--- src/rtl/rec_framer_pkg.sv ---
package rec_framer_pkg;

    localparam logic [7:0] CH_RESUME = 8'h11;
    localparam logic [7:0] CH_PAUSE  = 8'h13;
    localparam logic [7:0] CH_START  = 8'h53;
    localparam logic [7:0] CH_LF     = 8'h0A;
    localparam logic [7:0] CH_CR     = 8'h0D;

    typedef enum logic [1:0] {
        BK_DATA   = 2'd0,
        BK_RESUME = 2'd1,
        BK_PAUSE  = 2'd2,
        BK_REJECT = 2'd3
    } byte_kind_e;

    typedef struct packed {
        logic       vld;
        byte_kind_e kind;
        logic [7:0] val;
    } tagged_byte_t;

    typedef enum logic {
        FS_HUNT = 1'b0,
        FS_OPEN = 1'b1
    } frame_st_e;

    typedef struct packed {
        logic       vld;
        logic [7:0] val;
        logic       sof;
        logic       eof;
        logic       ovf;
    } rec_beat_t;

    function automatic byte_kind_e flow_kind(input logic [7:0] b);
        if (b == CH_RESUME)     return BK_RESUME;
        else if (b == CH_PAUSE) return BK_PAUSE;
        else                    return BK_DATA;
    endfunction

endpackage

--- src/rtl/rf_classify.sv ---
module rf_classify
    import rec_framer_pkg::*;
#(
    parameter int NCTL = 4
) (
    input  logic              in_valid,
    input  logic [7:0]        in_data,
    input  logic [NCTL*8-1:0] tab_char,
    input  logic [NCTL-1:0]   tab_en,
    input  logic [NCTL-1:0]   tab_rej,
    output tagged_byte_t      tb
);

    logic [NCTL-1:0] hit;

    for (genvar i = 0; i < NCTL; i++) begin : g_entry
        assign hit[i] = tab_en[i] & tab_rej[i] & (tab_char[i*8 +: 8] == in_data);
    end

    always_comb begin
        tb.vld  = in_valid;
        tb.val  = in_data;
        tb.kind = flow_kind(in_data);
        if (tb.kind == BK_DATA && |hit) tb.kind = BK_REJECT;
    end

endmodule

--- src/rtl/rf_side.sv ---
module rf_side
    import rec_framer_pkg::*;
(
    input  logic         clk,
    input  logic         rst,
    input  tagged_byte_t tb,
    output logic         tx_pause,
    output logic         ctl_evt,
    output logic [7:0]   ctl_last
);

    always_ff @(posedge clk) begin
        if (rst) begin
            tx_pause <= 1'b0;
            ctl_evt  <= 1'b0;
            ctl_last <= 8'h00;
        end else begin
            ctl_evt <= 1'b0;
            if (tb.vld) begin
                unique case (tb.kind)
                    BK_PAUSE:  tx_pause <= 1'b1;
                    BK_RESUME: tx_pause <= 1'b0;
                    BK_REJECT: begin
                        ctl_evt  <= 1'b1;
                        ctl_last <= tb.val;
                    end
                    default: ;
                endcase
            end
        end
    end

endmodule

--- src/rtl/rf_frame.sv ---
module rf_frame
    import rec_framer_pkg::*;
#(
    parameter int MAX_LEN = 16,
    parameter int CNT_W   = 8
) (
    input  logic             clk,
    input  logic             rst,
    input  tagged_byte_t     tb,
    output rec_beat_t        beat,
    output logic [CNT_W-1:0] discard_cnt
);

    localparam int LEN_W = $clog2(MAX_LEN + 1);
    localparam logic [LEN_W-1:0] LEN_FULL = LEN_W'(MAX_LEN);

    frame_st_e        st_q, st_n;
    logic [LEN_W-1:0] len_q, len_n;
    logic             cr_q, cr_n;
    logic             sp_v_q, sp_v_n;
    logic [7:0]       sp_b_q, sp_b_n;
    rec_beat_t        beat_q, beat_n;
    logic [CNT_W-1:0] disc_q, disc_n;

    logic             d_v;
    logic [7:0]       d_b;
    logic             em, cl, rs;
    logic [7:0]       eb;

    always_comb begin
        d_v    = sp_v_q | (tb.vld && tb.kind == BK_DATA);
        d_b    = sp_v_q ? sp_b_q : tb.val;
        st_n   = st_q;
        len_n  = len_q;
        cr_n   = cr_q;
        sp_v_n = 1'b0;
        sp_b_n = sp_b_q;
        beat_n = '0;
        disc_n = disc_q;
        em     = 1'b0;
        cl     = 1'b0;
        rs     = 1'b0;
        eb     = d_b;
        if (d_v) begin
            if (st_q == FS_HUNT) begin
                if (d_b == CH_START) begin
                    st_n       = FS_OPEN;
                    len_n      = LEN_W'(1);
                    beat_n.vld = 1'b1;
                    beat_n.val = d_b;
                    beat_n.sof = 1'b1;
                end else begin
                    disc_n = disc_q + CNT_W'(1);
                end
            end else begin
                if (cr_q) begin
                    cr_n = 1'b0;
                    em   = 1'b1;
                    if (d_b == CH_LF) begin
                        cl = 1'b1;
                    end else begin
                        eb = CH_CR;
                        rs = 1'b1;
                    end
                end else if (d_b == CH_CR) begin
                    cr_n = 1'b1;
                end else begin
                    em = 1'b1;
                    cl = (d_b == CH_LF);
                end
                if (em) begin
                    if (len_q == LEN_FULL) begin
                        beat_n.eof = 1'b1;
                        beat_n.ovf = 1'b1;
                        st_n       = FS_HUNT;
                        cr_n       = 1'b0;
                    end else begin
                        beat_n.vld = 1'b1;
                        beat_n.val = eb;
                        beat_n.eof = cl;
                        len_n      = len_q + LEN_W'(1);
                        if (cl) st_n = FS_HUNT;
                        sp_v_n = rs;
                        sp_b_n = d_b;
                    end
                end
            end
        end
    end

    always_ff @(posedge clk) begin
        if (rst) begin
            st_q   <= FS_HUNT;
            len_q  <= '0;
            cr_q   <= 1'b0;
            sp_v_q <= 1'b0;
            sp_b_q <= 8'h00;
            beat_q <= '0;
            disc_q <= '0;
        end else begin
            st_q   <= st_n;
            len_q  <= len_n;
            cr_q   <= cr_n;
            sp_v_q <= sp_v_n;
            sp_b_q <= sp_b_n;
            beat_q <= beat_n;
            disc_q <= disc_n;
        end
    end

    assign beat        = beat_q;
    assign discard_cnt = disc_q;

endmodule

--- src/rtl/rec_framer.sv ---
module rec_framer
    import rec_framer_pkg::*;
#(
    parameter int NCTL    = 4,
    parameter int MAX_LEN = 16,
    parameter int CNT_W   = 8
) (
    input  logic              clk,
    input  logic              rst,
    input  logic              in_valid,
    input  logic [7:0]        in_data,
    input  logic [NCTL*8-1:0] tab_char,
    input  logic [NCTL-1:0]   tab_en,
    input  logic [NCTL-1:0]   tab_rej,
    output logic              out_valid,
    output logic [7:0]        out_data,
    output logic              out_sof,
    output logic              out_eof,
    output logic              out_ovf,
    output logic              tx_pause,
    output logic              ctl_evt,
    output logic [7:0]        ctl_last,
    output logic [CNT_W-1:0]  discard_cnt
);

    tagged_byte_t tb;
    rec_beat_t    beat;

    rf_classify #(.NCTL(NCTL)) u_cls (
        .in_valid (in_valid),
        .in_data  (in_data),
        .tab_char (tab_char),
        .tab_en   (tab_en),
        .tab_rej  (tab_rej),
        .tb       (tb)
    );

    rf_side u_side (
        .clk      (clk),
        .rst      (rst),
        .tb       (tb),
        .tx_pause (tx_pause),
        .ctl_evt  (ctl_evt),
        .ctl_last (ctl_last)
    );

    rf_frame #(.MAX_LEN(MAX_LEN), .CNT_W(CNT_W)) u_frm (
        .clk         (clk),
        .rst         (rst),
        .tb          (tb),
        .beat        (beat),
        .discard_cnt (discard_cnt)
    );

    assign out_valid = beat.vld;
    assign out_data  = beat.val;
    assign out_sof   = beat.sof;
    assign out_eof   = beat.eof;
    assign out_ovf   = beat.ovf;

endmodule

--- config.mk ---
export PLATFORM = sky130hd
export DESIGN_NAME = rec_framer
export DESIGN_NICKNAME = d
export VERILOG_FILES = /design/src/rtl/rec_framer_pkg.sv /design/src/rtl/rf_classify.sv /design/src/rtl/rf_side.sv /design/src/rtl/rf_frame.sv /design/src/rtl/rec_framer.sv
export SDC_FILE = /design/constraint.sdc
export NUM_CORES = 1
export LEC_CHECK = 0
export ABC_AREA = 1
export ABC_CLOCK_PERIOD_IN_PS = 2200
export BUFFER_PORTS_ARGS = -buffer_cell sky130_fd_sc_hd__buf_4
export CAP_MARGIN = 20
export CORE_MARGIN = 3
export CORE_UTILIZATION = 47
export DETAILED_ROUTE_END_ITERATION = 12
export PLACE_DENSITY = 0.87
export SETUP_SLACK_MARGIN = 0.2
export SLEW_MARGIN = 10
export SYNTH_ARGS = -nofsm -noshare
export SYNTH_HDL_FRONTEND = slang
export SYNTH_HIERARCHICAL = 1
export SYNTH_SLANG_ARGS = --single-unit
--- constraint.sdc ---
create_clock -name clk -period 2.2 [get_ports clk]
set_input_delay 0.22 -clock clk [delete_from_list [all_inputs] [get_ports clk]]
set_output_delay 0.22 -clock clk [all_outputs]
set_load 0.03 [all_outputs]
==> key figures, run 1 <==
Outcome
  • Status: completed

Finish
  • Final Cell Area: around 3500 um2
  • Diodes inserted: 0
  • Reg area: 922 um2
  • Share of layout cells above drive strength 1: between 20 and 25%
  • Most common cell after layout, fill and taps aside: nand2_1
  • Fill count: roughly 520
  • Multi-input gate area: approximately 1500 um2
  • Fin util: ~62%
  • Final net count: between 500 and 600
  • Most frequent cells in the layout: nand2_1, buf_4, nor2_1
  • Layout Area Growth over Synthesis: 26.2%

Critical path
  • Reg2Reg Depth: 10
  • Maximum fanout along the worst path: 8
  • RR Endpoint: u_frm/sp_b_q[0]
  • WS Path Type: flop to flop
  • WP data arrival: 2.03 ns
  • Worst path bufs/invs: 2
  • Crit path to: u_frm/sp_b_q[0]
  • CP cell instances: buf_4 -> o21ai_1 -> nand2_1 -> nor2_2 -> nand2_1 -> nand2_2 -> nor2_4 -> buf_4 -> o21ai_0 -> nor2_1
  • CP Launch Type: flop
  • Crit. End Element: flop
  • CP delay by family, top: simple AND/OR/NAND/NOR gates
  • Reg2reg setup slack: ~0.36 ns
  • Worst EP required: around 2.4 ns
  • CP Depth: 10
  • Critical path launch point: u_frm/sp_v_q
  • FF-to-FF Start: u_frm/sp_v_q
  • Slowest cell delay on critical path: between 0.3 and 0.4 ns
  • Slowest cell on the critical path: dfxtp_2

Timing
  • Fmax: roughly 540 MHz
  • Clock skew: 0.00631 ns
  • Crit path time final: around 1.8 ns
  • Worst Tran Pin Value: roughly 0.5 ns
  • Fin crit share: 83.4%
  • Setup Viol. Count Final: 0
  • RSZ-0062 raised after global routing: false
  • Final Max Slew Viols: 0
  • Relative slew slack: between 60% and 70%
  • Final Hold Vio Count: 0

Clock network
  • Clock Pin Slew Worst Setup and Hold Paths: 0.08 ns
  • CTS Root Cell: clkbuf_8
  • Clk sinks: 46
  • Max clock buf depth: 2
  • Later-pin clock latency in the skew report: roughly 0.30 ns
  • Hold_buf cts: 0
  • CTS tree: done
  • Cts bufs inserted: 5
  • H-tree levels: 2

Synthesis
  • Ys Warns: 6
  • Syn_nets: just under 500
  • Cell Area, Synth: roughly 2800 um2
  • Synth Register Bits: 46
  • Post-synth ARST share: 0%
  • Mapped Cells: roughly 430
  • Syn Area/Cell: around 6.4 um2
  • Yosys top cell by area: dfxtp_1
  • Ys flop type: dfxtp_1
  • Synth area leaders: dfxtp_1, nand2_1, nor2_1
  • Sequential element share of the synthesized area: 33.3%
  • Post-synth cell types: 32
  • Share of the synthesized area in the top cell type: 33.3%
  • Post-synth EDFFs: 0

Power and ir drop
  • PD cells: about 470 nW/um2
  • Peak supply drop: 0.244 mV
  • Pleak: ~1.8 nW

Global routing
  • Global route overflow: 0
  • Initial antenna violation count: 0
  • Pin count of the biggest net entering global routing: 19
  • Total Routing Usage GR: a little over a fifth
  • Vias in the first global route: approximately 2,700
  • First-pass GRT wire length: between 10,000 and 15,000 um

Floorplanning
  • Top Ports: between 80 and 90
  • Die Span X: a little over 80 um
  • DIE AREA: 6840 um2
  • Site Rows: 27
  • DIE HEIGHT: 82.7 um
  • Initial core utilization: between 40% and 50%
  • Core Area: between 5000 and 6000 um2

Place
  • Port-buffer cells: 80
  • Post-DP HPWL: roughly 5300 um
  • Dpl cell area: about 3400 um2
  • GP Congestion: 0.880

Route
  • Vias: approximately 2,800
  • DRC Markers: 0
  • Pre-antenna DRT Iters: 5
  • Final WL: around 7000 um
  • Vias per cell: 4.90
  • DR WL/cell: 11.7 um
  • Post-route ant nets: 0
  • Initial DRC count: about 210

Hold path
  • Hold Crit Class: primary input to flop

Flow run
  • Max_cap viols: 0
[cell type report]
cell class | count | share of cell area [%]
Multi-Input combinational cell | 303 | 42.6
Sequential cell | 46 | 26.4
Timing Repair Buffer | 87 | 18.7
Inverter | 65 | 7.00
Tap cell | 72 | 2.58
Clock buffer | 7 | 2.48
Clock inverter | 1 | 0.144
[through the flow]
step / instances / total power, W / hold slack, ns / TNS [ns] / setup WS, ns
after global routing: 581 / 0.00171 / 0.205 / 0 / 0.176
after CTS: 579 / 0.00163 / 0.203 / 0 / 0.222
final: 581 / 0.00163 / 0.208 / 0 / 0.365
after global placement: 571 / 0.00111 / 0.436 / 0 / 0.0111
after floorplan: 431 / 0.00101 / 0.292 / 0 / 0.246
after detailed placement: 571 / 0.00111 / 0.442 / -0.138 / -0.0349
[worst min path at each step]
| stage | startpoint | slack (ns) | cells past startpoint | endpoint |
|---|---|---|---|---|
| after global routing | rst | 0.21 | 2 | u_frm/len_q[2] |
| final | rst | 0.21 | 2 | u_frm/sp_b_q[6] |
| after detailed placement | u_frm/sp_b_q[5] | 0.44 | 2 | u_frm/sp_b_q[5] |
| after global placement | u_frm/sp_b_q[5] | 0.44 | 2 | u_frm/sp_b_q[5] |
| after floorplan | rst | 0.29 | 1 | u_side/ctl_evt |
| after CTS | rst | 0.20 | 2 | u_frm/sp_b_q[6] |
[power breakdown]
group	leakage, nW	internal (W)	switching (W)
Combinational	1.35	0.000117	0.000140
Clock	0.0482	0.000254	0.000275
Sequential	0.371	0.000836	0.00000505
[state kept, by name (all words and copies together), names as in the netlist]
register / flops
u_frm/sp_b_q: 8
u_frm/sp_v_q: 1
u_frm/st_q: 1
u_side/tx_pause: 1
u_side/ctl_last: 8
u_side/ctl_evt: 1
u_frm/cr_q: 1
u_frm/discard_cnt: 8
u_frm/len_q: 5
u_frm/beat: 12
[worst reg2reg max path, stage by stage, from the launching register on]
cell and delay, ns:
dfxtp_2 0.35, buf_4 0.16, o21ai_1 0.25, nand2_1 0.13
nor2_2 0.18, nand2_1 0.11, nand2_2 0.11, nor2_4 0.07
buf_4 0.16, o21ai_0 0.15, nor2_1 0.06
[routing by layer]
layer	GRT usage, %	vias to the layer above	wire length [um]
met3	4.66	7	445
met5	0	-	0
li1	-	1469	-
met2	38.5	100	3370
met4	6.05	0	71
met1	24.4	1273	2910
[cell usage after synthesis (all sizes together) (3+ instances only)]
cell / count
o21ai: 21
inv: 63
nor3b: 3
xnor2: 12
nand3: 26
ha: 5
a21oi: 19
nor2: 67
xor2: 7
dfxtp: 46
nand4: 5
nand2: 128
buf: 16
[logic make-up (layout without fill, tap and decap cells)]
kind of cell | count (synthesis) | in the layout | share of synthesized area, %
adder cells (fa/ha/maj) | 5 | 5 | 2.26
AND/OR/NAND/NOR | 236 | 236 | 36.5
AO/OA/AOI/OAI | 43 | 43 | 8.10
buffers and inverters | 82 | 160 | 13.8
XOR/XNOR | 19 | 19 | 6.02
flip-flops | 46 | 46 | 33.3
[repair_timing]
item,CTS,global route
gates resized for setup,0,7
buffers inserted,0,2
setup endpoints to repair,0,27
(Power assumes the default switching activity.)
==> run 2: changes to the inputs <==
--- a/config.mk
+++ b/config.mk
@@ -6,13 +6,13 @@
 export NUM_CORES = 1
 export LEC_CHECK = 0
 export ABC_AREA = 1
-export ABC_CLOCK_PERIOD_IN_PS = 2200
+export ABC_CLOCK_PERIOD_IN_PS = 1700
 export BUFFER_PORTS_ARGS = -buffer_cell sky130_fd_sc_hd__buf_4
 export CAP_MARGIN = 20
 export CORE_MARGIN = 3
-export CORE_UTILIZATION = 47
+export CORE_UTILIZATION = 52
 export DETAILED_ROUTE_END_ITERATION = 12
-export PLACE_DENSITY = 0.87
+export PLACE_DENSITY = 0.91
 export SETUP_SLACK_MARGIN = 0.2
 export SLEW_MARGIN = 10
 export SYNTH_ARGS = -nofsm -noshare
==> constraint.sdc (replaced) <==
create_clock -name clk -period 1.7 [get_ports clk]
set_input_delay 0.17 -clock clk [delete_from_list [all_inputs] [get_ports clk]]
set_output_delay 0.17 -clock clk [all_outputs]
set_load 0.03 [all_outputs]
==> run 2 against run 1 <==
Net effect:
- the run now ends with setup timing left
- setup slack lost 0.57 ns
- via count grew 27%
- clock-buffer cell count shrank 1
- largest power group unchanged
- register-to-register slack lost 0.48 ns
- flip-flop and latch count is the same
==> key figures, run 2 (synthesis gave the netlist of run 1 again) <==
Critical path
  • Crit. End Element: flop
  • CP Launch Type: primary input
  • WS Path Type: primary input to flop
  • WP data arrival: 2.11 ns (+0.08 ns)
  • Maximum fanout along the worst path: 8 (unchanged)
  • Reg2reg setup slack: -0.12 ns (-0.48 ns)
  • Worst EP required: 1.91 ns (-0.49 ns)

Route
  • Vias: 3,611 (+27%)
  • DR WL/cell: 17.6 um (+50%)
  • Initial DRC count: 455 (+120%)
  • Final WL: 10,900 um (+60%)
  • DRC Markers: 0 (unchanged)
  • Vias per cell: 5.83 (+19%)
  • Post-route ant nets: 0 (unchanged)
  • Pre-antenna DRT Iters: 6 (+1)

Global routing
  • First-pass GRT wire length: 15,900 um (+40%)
  • Met3 usage: 7.26% (+2.6 points)
  • Total Routing Usage GR: 31.8% (+11 points)
  • Pin count of the biggest net entering global routing: 19 (unchanged)
  • Met2 GRT Util: 56.9% (+18 points)
  • Top Usage Layer GRT: met2
  • Global route overflow: 0 (unchanged)
  • Initial antenna violation count: 0 (unchanged)
  • Met1 GRT Util: 34.2% (+9.8 points)
  • Vias in the first global route: 3,472 (+28%)

Floorplanning
  • DIE AREA: 6230 um2 (-8.9%)
  • Core Area: 4940 um2 (-12%)
  • Initial core utilization: 55.9% (+6.6 points)
  • Site Rows: 25 (-7.4%)
  • DIE HEIGHT: 78.9 um (-4.6%)
  • Top Ports: 81 (unchanged)
  • Die Span X: 78.9 um (-4.6%)

Finish
  • Max FFs per register: 12 (unchanged)
  • Final net count: 607 (+7.6%)
  • Most frequent cells in the layout: buf_4, nand2_1, nor2_1
  • Layout Area Growth over Synthesis: 52.8%
  • Share of layout cells above drive strength 1: 41.5% (+17 points)
  • Fin util: 85.5% (+23 points)
  • Most common cell after layout, fill and taps aside: buf_4
  • Reg area: 926 um2 (+0.41%)
  • Diodes inserted: 0 (unchanged)
  • Multi-input gate area: 1760 um2 (+19%)
  • Fill count: 267 (-49%)

Timing
  • Fin crit share: 112%
  • Clock skew: 0.00927 ns (+0.00295 ns)
  • Final Hold Vio Count: 0 (unchanged)
  • Crit path time final: 1.91 ns
  • Relative slew slack: 55.1% (-12 points)
  • Hold WS: 0.171 ns (-0.0374 ns)
  • Fmax: 525 MHz
  • RSZ-0062 raised after global routing: true
  • Worst Tran Pin Value: 0.673 ns (+0.184 ns)
  • Final Max Slew Viols: 0 (unchanged)
  • Setup Viol. Count Final: 35 (+35)
  • Min setup slack post-route: -0.206 ns (-0.571 ns)

Clock network
  • Clock Pin Slew Worst Setup and Hold Paths: 0.09 ns (about the same)
  • Max clock buf depth: 2 (unchanged)
  • H-tree levels: 2 (unchanged)
  • CTS tree: done
  • Clk sinks: 46 (unchanged)
  • CTS Root Cell: clkbuf_8
  • Hold_buf cts: 0 (unchanged)
  • Later-pin clock latency in the skew report: 0.31 ns (about the same)
  • Cts bufs inserted: 5 (unchanged)

Place
  • GP Congestion: 0.889 (+1.1%)
  • Post-DP HPWL: 5950 um (+13%)
  • Port-buffer cells: 80 (unchanged)

Hold path
  • Hold Crit Class: primary input to flop

Power and ir drop
  • Pleak: 2.06 nW (+16%)
  • Peak supply drop: 0.735 mV (+200%)
  • PD cells: 539 nW/um2 (+16%)
  • Pwr Total: 0.00228 W (+40%)

Outcome
  • Failing checks: setup timing
  • Status: complete, but fails checks

Flow run
  • Max_cap viols: 0 (unchanged)
-- run 2: cell count changes in the layout (fill, tap and decap cells not counted), moves of 8 or more --
cell and delta:
buf_6 +15, nand2_1 -25, o21ai_1 +11, buf_4 +22, a21oi_2 +8, o21ai_0 -14
a21oi_1 -9, nand2_2 +19
-- run 2: cell type report --
cell class,instances,share of cell area [%]
sequential,46,21.9
inverter,65,6.55
clock buffer,6,1.72
clock inverter,2,0.326
multi-input combinational,304,41.7
timing repair buffer,129,25.8
tap,67,1.98
-- run 2: path summary, 6_finish.rpt --
path | startpoint | to | cells past startpoint
worst max-delay path | in_data[5] | u_frm/sp_b_q[3] | 13
worst max register to register | u_frm/sp_v_q | u_frm/sp_b_q[3] | 12
worst min-delay path | rst | u_frm/discard_cnt[6] | 2
worst min register to register | u_frm/sp_b_q[7] | u_frm/sp_b_q[7] | 2
-- run 2: metrics by stage --
step | instance area, um2 | cells | TNS, ns | setup WS (ns)
floorplan | 2800 | 431 | -1.48 | -0.128
finish | 4220 | 619 | -4.02 | -0.206
global placement | 3600 | 597 | -12.21 | -0.352
detailed placement | 3600 | 597 | -14.09 | -0.425
global route | 4220 | 619 | -7.02 | -0.291
CTS | 4030 | 615 | 0 | 0.0480
-- run 2: repair_timing --
item / 4_1_cts / 5_1_grt
cloned: 2 / 0
setup buffers: 8 / 4
pin swaps: 26 / 18
gates resized for setup: 75 / 48
setup endpoints to repair: 46 / 46
-- run 2: metal layers --
| layer | share of wire [%] | up-vias |
|---|---|---|
| met1 | 35 | 1635 |
| li1 | - | 1562 |
| met5 | 0 | - |
| met4 | 7.0 | 0 |
| met3 | 9.8 | 100 |
| met2 | 48 | 314 |
-- run 2: critical path: stages --
cell	delay (ns)
buf_12	0.11
nor4_4	0.26
nand4_1	0.25
nor2_2	0.22
nor2_4	0.07
inv_2	0.09
a31oi_4	0.11
inv_2	0.10
nand2_4	0.07
nor2_4	0.28
inv_4	0.12
nor2_1	0.18
nor2_1	0.07
-- run 2: where the power goes --
group          switching, W  internal (W)
clock network      0.000402      0.000291
registers        0.00000712       0.00108
logic              0.000257      0.000239
total              0.000666       0.00161
==> run 3: changes to the inputs <==
--- a/config.mk
+++ b/config.mk
@@ -5,7 +5,7 @@
 export SDC_FILE = /design/constraint.sdc
 export NUM_CORES = 1
 export LEC_CHECK = 0
-export ABC_AREA = 1
+export ABC_AREA = 0
 export ABC_CLOCK_PERIOD_IN_PS = 1700
 export BUFFER_PORTS_ARGS = -buffer_cell sky130_fd_sc_hd__buf_4
 export CAP_MARGIN = 20
==> run 3 against run 2 <==
Net effect:
- the run still ends with setup timing left
- fmax decreased by 30%
- global-route usage rose by 2.4 points
- power is 7.7% higher
- area after synthesis up 3.8%
- cell count is 18% lower
- non-clock buffer count up 17
- synthesized cell count decreased by 27%
- clock power grew 13%
- critical path type unchanged
- clock skew up 0.0017 ns
- sequential share of layout area fell by 2.8 points
- critical path depth is the same
- highest routed layer unchanged
==> key figures, run 3 <==
Clock network
  • Later-pin clock latency in the skew report: 0.31 ns (about the same)
  • CTS tree: done
  • Cts bufs inserted: 5 (unchanged)
  • Clock Pin Slew Worst Setup and Hold Paths: 0.10 ns (about the same)
  • Clk sinks: 46 (unchanged)
  • Max clock buf depth: 2 (unchanged)
  • H-tree levels: 2 (unchanged)
  • Hold_buf cts: 0 (unchanged)
  • CTS Root Cell: clkbuf_8

Synthesis
  • Synth cell count leaders: dfxtp_1, xnor2_1, nand3_1
  • Cell Area, Synth: 2870 um2 (+3.8%)
  • Post-synth cell types: 55 (+72%)
  • Ys Warns: 6 (unchanged)
  • Ys flop type: dfxtp_1
  • Most frequent cell after synthesis: dfxtp_1
  • Syn Area/Cell: 9.08 um2 (+42%)
  • Synth area leaders: dfxtp_1, xnor2_1, nand3_1
  • Post-synth ARST share: 0% (unchanged)
  • Yosys top cell by area: dfxtp_1
  • Post-synth EDFFs: 0 (unchanged)
  • Synth Register Bits: 46 (unchanged)
  • Sequential element share of the synthesized area: 32.1% (-1.2 points)
  • Share of the synthesized area in the top cell type: 32.1% (-1.2 points)
  • Mapped Cells: 316 (-27%)
  • Syn_nets: 372 (-24%)

Route
  • Post-route ant nets: 0 (unchanged)
  • DRC Markers: 0 (unchanged)
  • DR WL/cell: 29.8 um (+70%)
  • Vias per cell: 6.88 (+18%)
  • Final WL: 15,200 um (+40%)
  • Pre-antenna DRT Iters: 5 (-1)
  • Initial DRC count: 532 (+17%)
  • Vias: 3,493 (-3.3%)

Finish
  • Share of layout cells above drive strength 1: 58.4% (+17 points)
  • Most frequent cells in the layout: buf_4, dfxtp_1, nand2_1
  • Final net count: 492 (-19%)
  • Layout Area Growth over Synthesis: 68.3%
  • Most common cell after layout, fill and taps aside: buf_4
  • Post-Layout Cell Count: 508 (-18%)
  • Max FFs per register: 12 (unchanged)
  • Final Cell Area: 4830 um2 (+14%)

Power and ir drop
  • Pleak: 1.88 nW (-8.9%)
  • Clk network pwr share: 31.9% (+1.5 points)
  • Total net switching power: 0.000714 W (+7.1%)
  • PD cells: 508 nW/um2 (-5.8%)
  • Comb power frac: 23.8% (+2.0 points)
  • Peak supply drop: 0.633 mV (-14%)
  • Sw Share: 29.1% (-0.15 points)
  • Reg power frac: 44.3% (-3.5 points)
  • Internal power: 0.00174 W (+7.9%)

Global routing
  • First-pass GRT wire length: 16,800 um (+5.6%)
  • Initial antenna violation count: 1 (+1)
  • Total Routing Usage GR: 34.2% (+2.4 points)
  • Vias in the first global route: 3,131 (-9.8%)
  • Global route overflow: 0 (unchanged)
  • Pin count of the biggest net entering global routing: 25 (+6)

Floorplanning
  • DIE AREA: 6440 um2 (+3.5%)
  • Core Area: 5240 um2 (+6.0%)
  • Initial core utilization: 54.8% (-1.1 points)
  • DIE HEIGHT: 80.3 um (+1.7%)
  • Top Ports: 81 (unchanged)
  • Site Rows: 26 (+4.0%)
  • Die Span X: 80.3 um (+1.7%)

Critical path
  • WP data arrival: 2.93 ns (+0.82 ns)
  • Maximum fanout along the worst path: 8 (unchanged)
  • WS Path Type: primary input to flop
  • Worst EP required: 1.88 ns (-0.03 ns)
  • Crit. End Element: flop
  • CP Launch Type: primary input

Place
  • Post-DP HPWL: 5910 um (-0.79%)
  • Placed insts: 478 (-20%)
  • Port-buffer cells: 80 (unchanged)
  • GP Congestion: 0.855 (-3.9%)
  • Dpl cell area: 3690 um2 (+2.3%)

Timing
  • Worst Tran Pin Value: 0.930 ns (+0.257 ns)
  • Fin crit share: 161% (+49 points)
  • Relative slew slack: 38.0% (-17 points)
  • Setup Viol. Count Final: 46 (+31%)
  • RSZ-0062 raised after global routing: true
  • Crit path time final: 2.74 ns (+0.835 ns)
  • Fmax: 365 MHz (-30%)
  • Final Max Slew Viols: 0 (unchanged)
  • Final Hold Vio Count: 0 (unchanged)
  • Min setup slack post-route: -1.04 ns (-0.835 ns)
  • Clock skew: 0.0110 ns (+0.00173 ns)

Flow run
  • Max_cap viols: 0 (unchanged)

Outcome
  • Failing checks: setup timing
  • Status: complete, but fails checks

Hold path
  • Hold Crit Class: primary input to flop
==> run 3: changes by cell type in the layout (fill, tap and decap cells not counted), sizes merged, moves of 7 or more <==
cell   change
nand2    -106
o21ai     -16
a21oi      +8
xnor2     +20
mux2i     +12
inv       -54
nor3       +9
buf       +16
nor2      -59
or4        +8
xor2       -7
a21bo      +9
==> run 3: final timing paths <==
path,slack [ns],endpoint,from,cells after the start
setup / recovery,-1.04,u_frm/len_q[4],in_data[3],13
hold / removal,0.16,u_side/ctl_last[7],in_data[7],3
setup reg to reg,-0.74,u_frm/len_q[4],u_frm/sp_v_q,7
hold reg to reg,0.52,u_frm/discard_cnt[1],u_frm/discard_cnt[1],2
==> run 3: kinds of logic after synthesis <==
logic type,after synthesis,share of synthesized area [%]
xor+xnor,32,9.77
simple gates,113,23.1
flops,46,32.1
fa+ha+maj,5,2.18
buf+inv,41,10.4
mux,13,4.71
compound gates,66,17.8
==> run 3: power groups by stage <==
stage | Combinational, W | Clock [W] | Sequential, W
6_report | 0.000583 | 0.000783 | 0.00109
5_1_grt | 0.000604 | 0.000820 | 0.00109
3_3_place_gp | 0.000349 | 0 | 0.00111
4_1_cts | 0.000423 | 0.000756 | 0.00109
2_1_floorplan | 0.000214 | 0 | 0.00112
3_5_place_dp | 0.000363 | 0 | 0.00111
==> run 3: layer usage <==
layer,global-route usage (%),part of all wire [%]
met4,20.3,11
met1,38.3,33
met2,59.6,43
met3,6.50,14
met5,0,0
==> run 3: repair_timing <==
action | in CTS | in global routing
pin swaps | 28 | 48
setup endpoints to repair | 46 | 46
gates resized for setup | 63 | 94
cloned | 1 | 1
setup buffers | 15 | 4
==> run 3: layout make-up <==
class	count	area, um2
Fill cell	161	408
Multi-Input combinational cell	229	2300
Tap cell	70	87.6
Inverter	8	32.5
Clock buffer	7	96.3
Sequential cell	46	925
Clock inverter	1	8.76
Timing Repair Buffer	146	1380
Antenna cell	1	2.50
==> run 3: critical path, stage by stage <==
cell,delay [ns]
buf_12,0.12
buf_4,0.15
nor4_4,0.31
nand4b_1,0.30
nor2_2,0.21
a21oi_2,0.08
or3b_4,0.47
a21boi_4,0.21
o31ai_4,0.17
buf_4,0.19
buf_6,0.12
o21ai_0,0.28
a21oi_1,0.15
==> run 3: stage by stage <==
step,setup TNS [ns],setup WS (ns),total power [W],hold slack [ns],util [%]
2_1_floorplan,-18.73,-0.673,0.00133,0.241,-
5_1_grt,-41.90,-1.19,0.00251,0.149,92.2
3_3_place_gp,-27.41,-0.822,0.00146,0.432,70.4
4_1_cts,-17.66,-0.601,0.00226,0.117,80.8
6_report,-34.69,-1.04,0.00245,0.156,92.2
3_5_place_dp,-33.93,-0.999,0.00148,0.429,70.4
